<file path="config.mk">
export PLATFORM = sky130hd
export DESIGN_NAME = dma_prio_arb
export DESIGN_NICKNAME = d
export VERILOG_FILES = /design/src/rtl/dma_arb_pkg.sv /design/src/rtl/dma_sticky_flag.sv /design/src/rtl/dma_chan_ctr.sv /design/src/rtl/dma_order_sel.sv /design/src/rtl/dma_prio_pick.sv /design/src/rtl/dma_prio_arb.sv
export SDC_FILE = /design/constraint.sdc
export NUM_CORES = 1
export LEC_CHECK = 0
export BUFFER_PORTS_ARGS = -buffer_cell sky130_fd_sc_hd__buf_2
export CELL_PAD_IN_SITES_DETAIL_PLACEMENT = 1
export CELL_PAD_IN_SITES_GLOBAL_PLACEMENT = 1
export CORE_MARGIN = 4
export CORE_UTILIZATION = 35
export CTS_BUF_LIST = sky130_fd_sc_hd__clkbuf_8
export DETAILED_ROUTE_END_ITERATION = 8
export GPL_TIMING_DRIVEN = 0
export PLACE_DENSITY = 0.74
export SYNTH_ARGS = -nofsm -noshare
export SYNTH_HDL_FRONTEND = slang
export SYNTH_SLANG_ARGS = --single-unit
</file>
<file path="constraint.sdc">
create_clock -name clk -period 3.6 [get_ports clk]
set_input_delay 0.9 -clock clk [delete_from_list [all_inputs] [get_ports clk]]
set_output_delay 0.9 -clock clk [all_outputs]
set_load 0.05 [all_outputs]
</file>
<file path="src/rtl/dma_arb_pkg.sv">
package dma_arb_pkg;

   localparam int unsigned NCH  = 4;
   localparam int unsigned CH_W = 2;

   typedef logic [CH_W-1:0]     ch_idx_t;
   typedef logic [NCH*CH_W-1:0] order_t;

   typedef enum logic [1:0] {
      PM_ORDER_A = 2'b00,
      PM_ORDER_B = 2'b01,
      PM_ORDER_C = 2'b10,
      PM_ROTATE  = 2'b11
   } prio_mode_e;

   // Slot 0 holds the highest-priority channel.
   function automatic order_t rotate_after(ch_idx_t last);
      order_t o;
      o = '0;
      for (int unsigned k = 0; k < NCH; k++) begin
         o[k*CH_W +: CH_W] = last + ch_idx_t'(k + 1);
      end
      return o;
   endfunction

   function automatic bit is_permutation(order_t o);
      logic [NCH-1:0] seen;
      seen = '0;
      for (int unsigned k = 0; k < NCH; k++) begin
         seen[o[k*CH_W +: CH_W]] = 1'b1;
      end
      return &seen;
   endfunction

endpackage

</file>
<file path="src/rtl/dma_sticky_flag.sv">
module dma_sticky_flag (
   input  logic clk,
   input  logic rst_n,
   input  logic set_i,
   input  logic clr_i,
   output logic flag_o
);

   always_ff @(posedge clk or negedge rst_n) begin
      if (!rst_n) begin
         flag_o <= 1'b0;
      end else if (set_i) begin
         flag_o <= 1'b1;
      end else if (clr_i) begin
         flag_o <= 1'b0;
      end
   end

endmodule

</file>
<file path="src/rtl/dma_chan_ctr.sv">
module dma_chan_ctr #(
   parameter int unsigned CNT_W = 24
) (
   input  logic             clk,
   input  logic             rst_n,
   input  logic             load_i,
   input  logic [CNT_W-1:0] load_val_i,
   input  logic             unit_i,
   input  logic             te_clr_i,
   output logic             te_o
);

   logic [CNT_W-1:0] cnt_q;
   logic             last_unit;

   assign last_unit = (cnt_q == CNT_W'(1));

   always_ff @(posedge clk or negedge rst_n) begin
      if (!rst_n) begin
         cnt_q <= '0;
      end else if (load_i) begin
         cnt_q <= load_val_i;
      end else if (unit_i) begin
         cnt_q <= cnt_q - CNT_W'(1);
      end
   end

   always_ff @(posedge clk or negedge rst_n) begin
      if (!rst_n) begin
         te_o <= 1'b0;
      end else if (unit_i && !load_i && last_unit) begin
         te_o <= 1'b1;
      end else if (te_clr_i) begin
         te_o <= 1'b0;
      end
   end

endmodule

</file>
<file path="src/rtl/dma_order_sel.sv">
module dma_order_sel
   import dma_arb_pkg::*;
#(
   parameter order_t ORDER_A   = 8'hE4,
   parameter order_t ORDER_B   = 8'h78,
   parameter order_t ORDER_C   = 8'hD2,
   parameter bit     RR_ENABLE = 1'b1
) (
   input  logic [1:0] mode_i,
   input  ch_idx_t    last_i,
   output order_t     order_o
);

   order_t rot_order;

   generate
      if (RR_ENABLE) begin : g_rot
         assign rot_order = rotate_after(last_i);
      end else begin : g_norot
         logic unused_last;
         assign unused_last = ^last_i;
         assign rot_order   = ORDER_A;
      end
   endgenerate

   always_comb begin
      case (prio_mode_e'(mode_i))
         PM_ORDER_A: order_o = ORDER_A;
         PM_ORDER_B: order_o = ORDER_B;
         PM_ORDER_C: order_o = ORDER_C;
         PM_ROTATE:  order_o = rot_order;
         default:    order_o = ORDER_A;
      endcase
   end

endmodule

</file>
<file path="src/rtl/dma_prio_pick.sv">
module dma_prio_pick
   import dma_arb_pkg::*;
(
   input  order_t         order_i,
   input  logic [NCH-1:0] elig_i,
   input  logic [NCH-1:0] hold_i,
   output logic           win_vld_o,
   output ch_idx_t        win_idx_o
);

   logic [NCH-1:0] slot_elig;

   generate
      for (genvar k = 0; k < NCH; k++) begin : g_slot
         assign slot_elig[k] = elig_i[order_i[k*CH_W +: CH_W]];
      end
   endgenerate

   always_comb begin
      win_idx_o = '0;
      for (int k = int'(NCH) - 1; k >= 0; k--) begin
         if (slot_elig[k]) begin
            win_idx_o = order_i[k*CH_W +: CH_W];
         end
      end
      // a burst holder overrides the order
      for (int i = int'(NCH) - 1; i >= 0; i--) begin
         if (hold_i[i]) begin
            win_idx_o = ch_idx_t'(i);
         end
      end
      win_vld_o = |slot_elig;
   end

endmodule

</file>
<file path="src/rtl/dma_prio_arb.sv">
module dma_prio_arb
   import dma_arb_pkg::*;
#(
   parameter int unsigned CNT_W     = 24,
   parameter order_t      ORDER_A   = 8'hE4,
   parameter order_t      ORDER_B   = 8'h78,
   parameter order_t      ORDER_C   = 8'hD2,
   parameter bit          RR_ENABLE = 1'b1
) (
   input  logic             clk,
   input  logic             rst_n,
   input  logic             master_en,
   input  logic [1:0]       prio_mode,
   input  logic [NCH-1:0]   ch_req,
   input  logic [NCH-1:0]   ch_en,
   input  logic [NCH-1:0]   ch_burst,
   input  logic [NCH-1:0]   ch_int_en,
   input  logic [NCH-1:0]   cnt_load,
   input  logic [CNT_W-1:0] cnt_val,
   input  logic [NCH-1:0]   te_clr,
   input  logic             nmi_evt,
   input  logic             nmi_clr,
   input  logic             aerr_evt,
   input  logic             aerr_clr,
   output logic [NCH-1:0]   grant,
   output logic [NCH-1:0]   te_flag,
   output logic [NCH-1:0]   irq,
   output logic             nmi_flag,
   output logic             aerr_flag
);

   localparam ch_idx_t LAST_RST = ch_idx_t'(NCH - 1);

   generate
      if (CNT_W < 2) begin : g_bad_cnt
         $error("dma_prio_arb: CNT_W must be at least 2");
      end
      if (!is_permutation(ORDER_A) || !is_permutation(ORDER_B) ||
          !is_permutation(ORDER_C)) begin : g_bad_order
         $error("dma_prio_arb: every fixed order must name each channel once");
      end
   endgenerate

   logic [NCH-1:0] elig;
   logic [NCH-1:0] hold;
   logic [NCH-1:0] grant_d;
   logic [NCH-1:0] grant_q;
   logic           run_ok;
   logic           win_vld;
   ch_idx_t        win_idx;
   ch_idx_t        last_q;
   order_t         order;

   assign run_ok = master_en & ~nmi_flag & ~aerr_flag;
   assign elig   = {NCH{run_ok}} & ch_en & ch_req & ~te_flag;
   assign hold   = grant_q & ch_burst & elig;

   dma_order_sel #(
      .ORDER_A   (ORDER_A),
      .ORDER_B   (ORDER_B),
      .ORDER_C   (ORDER_C),
      .RR_ENABLE (RR_ENABLE)
   ) u_order (
      .mode_i  (prio_mode),
      .last_i  (last_q),
      .order_o (order)
   );

   dma_prio_pick u_pick (
      .order_i   (order),
      .elig_i    (elig),
      .hold_i    (hold),
      .win_vld_o (win_vld),
      .win_idx_o (win_idx)
   );

   always_comb begin
      grant_d = '0;
      if (win_vld) begin
         grant_d = NCH'(1) << win_idx;
      end
   end

   always_ff @(posedge clk or negedge rst_n) begin
      if (!rst_n) begin
         grant_q <= '0;
         last_q  <= LAST_RST;
      end else begin
         grant_q <= grant_d;
         if (win_vld) begin
            last_q <= win_idx;
         end
      end
   end

   dma_sticky_flag u_nmi (
      .clk    (clk),
      .rst_n  (rst_n),
      .set_i  (nmi_evt),
      .clr_i  (nmi_clr),
      .flag_o (nmi_flag)
   );

   dma_sticky_flag u_aerr (
      .clk    (clk),
      .rst_n  (rst_n),
      .set_i  (aerr_evt),
      .clr_i  (aerr_clr),
      .flag_o (aerr_flag)
   );

   generate
      for (genvar i = 0; i < NCH; i++) begin : g_ch
         dma_chan_ctr #(
            .CNT_W (CNT_W)
         ) u_ctr (
            .clk        (clk),
            .rst_n      (rst_n),
            .load_i     (cnt_load[i]),
            .load_val_i (cnt_val),
            .unit_i     (grant_d[i]),
            .te_clr_i   (te_clr[i]),
            .te_o       (te_flag[i])
         );
      end
   endgenerate

   assign grant = grant_q;
   assign irq   = te_flag & ch_int_en;

endmodule

</file>
==> metrics.yaml <==
drt-initial-drc-count: 309
cts_sinks: 108
synth_largest_area_cell: "dfrtp_1"
avgSynthCellArea_um2: 8.67
ios: 71
initial_core_util_pct: 35.8
numCtsBuffers: 9
cp-start-kind: "input pin"
synth_ff_type: "dfrtp_1"
rsz0062_at_grt: "true"
ys.warnings.count: 0
critPathRequiredTime_ns: 3.92
finalWirelength_mm: 22.0
routedWlPerCell_um: 19.5
grt_pass1_vias: 6313
grt_max_degree: 88
drc_errors: 0
grt_overflow_total: 0
grt_util_all_layers_pct: 20.4
core_um2: 18800
globalRouteMet3Util_pct: 2.87
cp_max_fo: 10
die_w_um: 147
hold_path_class: "input pin to asynchronous set/reset pin"
fin_crit_ns: 3.46
yosysUniqueCellTypes: 65
power_density_nw_per_um2: 411
fin_nets: 932
place_area_um2: 7440
die_height_um: 147
busiest_layer: "met2"
ys_top_cells_by_area: "dfrtp_1, xnor2_1, nand2_1, or3_1, nor4_1"
finalHoldViolCount: 0
status: "finished clean"
crit_chain: "buf_2 > buf_2 > nand4b_1 > a2111oi_4 > inv_2 > a211oi_4 > a21oi_2 > or4_1 > buf_2 > or4_1 > a31oi_1"
yosysTopAreaCellShare_pct: 39.4
cts_tree: "done"
use_met2_pct: 31.8
post-route-period-util_pct: 96.0
vdd_drop_max_uv: 213
use_met1_pct: 29.8
async_flop_share_pct: 100
stdcell_count: 1132
hpwl_mm: 16.3
power.total_w: 0.00320
synth-seq-cells: 108
syn_area_um2: 6730
worst_path_most_repeated_cell: "buf_2"
synth_edf_count: 0
worstMarginPinSlew_ns: 0.685
timing.fmax_ghz: 0.289
diodes: 0
synth_nets: 842
dieArea_um2: 21500
antenna_found_initial: 0
layout_commonest_cell: "dfrtp_1"
skew_ns: 0.0114
cpMaxStageDelayCell: "or4_1"
drive_above_1_share_pct: 18.5
cts_hold_buf: 0
cts_root_buf: "clkbuf_8"
cap_viol_max_count: 0
maxSlewViolCount: 0
totalNegativeSetupSlack_ns: 0
synth_sequential_area_ratio_pct: 40.2
dr.pass1.iters: 4
mostFrequentLayoutCells: "dfrtp_1, nand2_1, buf_2"
place_congestion: 0.868
final_area_um2: 7790
portBuffers: 69
area_delta_synth_final_pct: 15.7
vias_per_cell: 5.57
cp.arrival_ns: 3.77
cts_max_path_buffers: 2
placementRows: 50
total_leakage_power_nw: 2.91
post-place-cells: 1107
cp-end-kind: "flop"
critPathMaxStageDelay_ns: 0.54
crit_type: "input pin to flop"
final_antenna_net_count: 0
vias: 6306
insertion_delay_ns: 0.39
synthCells: 777
grt_pass1_wl_mm: 35.3
finalSetupViolations: 0
clk_pin_slew_ns: 0.11
htree_levels: 3
slew_headroom_pct: 54.4
## through the flow
step | worst slack, ns | utilization, % | hold WS, ns
final | 0.143 | 41.4 | 0.347
after global routing | -0.0196 | 41.4 | 0.346
after CTS | 0.0161 | 40.8 | 0.343
after detailed placement | -0.771 | 39.5 | 0.553
after global placement | -0.726 | 39.3 | 0.546
after floorplan | 0.200 | - | 0.501
## critical path, delay by kind of cell
kind,cells,cell delay [ns]
AOI/OAI and AO/OA,4,1.10
buffers and inverters,4,0.62
and+or+nand+nor,3,1.15
## power breakdown
group,internal [W],leakage (nW),switching (W)
Clock,0.000364,0.110,0.000468
Combinational,0.000312,1.51,0.000587
Sequential,0.00135,1.29,0.000116
Total,0.00203,2.91,0.00117
## cells in the mapped netlist (4+ instances only)
| master | number |
|---|---|
| a21o_1 | 5 |
| a31oi_1 | 25 |
| and2_1 | 6 |
| and3b_1 | 4 |
| buf_2 | 7 |
| buf_4 | 4 |
| clkbuf_1 | 35 |
| dfrtp_1 | 106 |
| ha_1 | 8 |
| inv_1 | 21 |
| mux2_2 | 5 |
| nand2_1 | 89 |
| nand2b_1 | 11 |
| nand3_1 | 16 |
| nand4_1 | 10 |
| nand4b_1 | 5 |
| nor2_1 | 49 |
| nor3_1 | 17 |
| nor4_1 | 42 |
| nor4b_1 | 6 |
| o211ai_1 | 8 |
| o21a_1 | 6 |
| o21ai_0 | 40 |
| o21ai_1 | 44 |
| o31a_1 | 4 |
| o31ai_1 | 12 |
| or2_2 | 16 |
| or3_1 | 45 |
| or4_1 | 16 |
| xnor2_1 | 54 |
| xor2_1 | 10 |
## metal layers
layer,up-vias,share of wire (%)
met5,-,0
met4,0,2.0
met3,28,5.1
met2,149,45
met1,3142,47
li1,2987,-
## cells by family after synthesis
kind of cell | Yosys count | share of synthesized area (%)
flip-flops | 108 | 40.2
XOR/XNOR | 64 | 8.32
AND/OR/NAND/NOR | 347 | 27.8
AO/OA/AOI/OAI | 170 | 16.4
multiplexers | 8 | 1.47
buffers and inverters | 72 | 4.37
adder cells (fa/ha/maj) | 8 | 1.49
## sequential cells by signal, indices dropped and copies added (netlist names)
| name | flops |
|---|---|
| g_ch.u_ctr.cnt_q | 96 |
| g_ch.u_ctr.te_o | 4 |
| grant | 4 |
| last_q | 2 |
| u_aerr.flag_o | 1 |
| u_nmi.flag_o | 1 |
## final timing paths
| check | start | to | slack, ns | depth (start not counted) |
|---|---|---|---|---|
| max | prio_mode[1] | g_ch[2].u_ctr.cnt_q[23] | 0.14 | 11 |
| min | rst_n | g_ch[2].u_ctr.cnt_q[21] | 0.35 | 1 |
| max reg2reg | last_q[0] | g_ch[2].u_ctr.cnt_q[23] | 0.16 | 10 |
| min reg2reg | g_ch[2].u_ctr.cnt_q[13] | g_ch[2].u_ctr.cnt_q[13] | 0.57 | 2 |
| max in group asynchronous | rst_n | last_q[0] | 2.50 | 2 |
| min in group clk | g_ch[2].u_ctr.cnt_q[13] | g_ch[2].u_ctr.cnt_q[13] | 0.57 | 2 |
## final cells by class
| type | instances | area (um^2) |
|---|---|---|
| Clock inverter | 5 | 57.6 |
| Clock buffer | 11 | 151 |
| Timing Repair Buffer | 79 | 447 |
| Tap cell | 260 | 325 |
| Fill cell | 2276 | 11000 |
| Sequential cell | 108 | 2710 |
| Inverter | 23 | 86.3 |
| Buffer | 49 | 218 |
| Multi-Input combinational cell | 597 | 3800 |
## repair_timing
item | 4_1_cts | 5_1_grt
setup endpoints to repair | 53 | 86
pin swaps | 1 | 3
setup buffers | 1 | 8
gates cloned | 0 | 0
resized for setup | 9 | 17
Power figures use the tool's default switching activity.
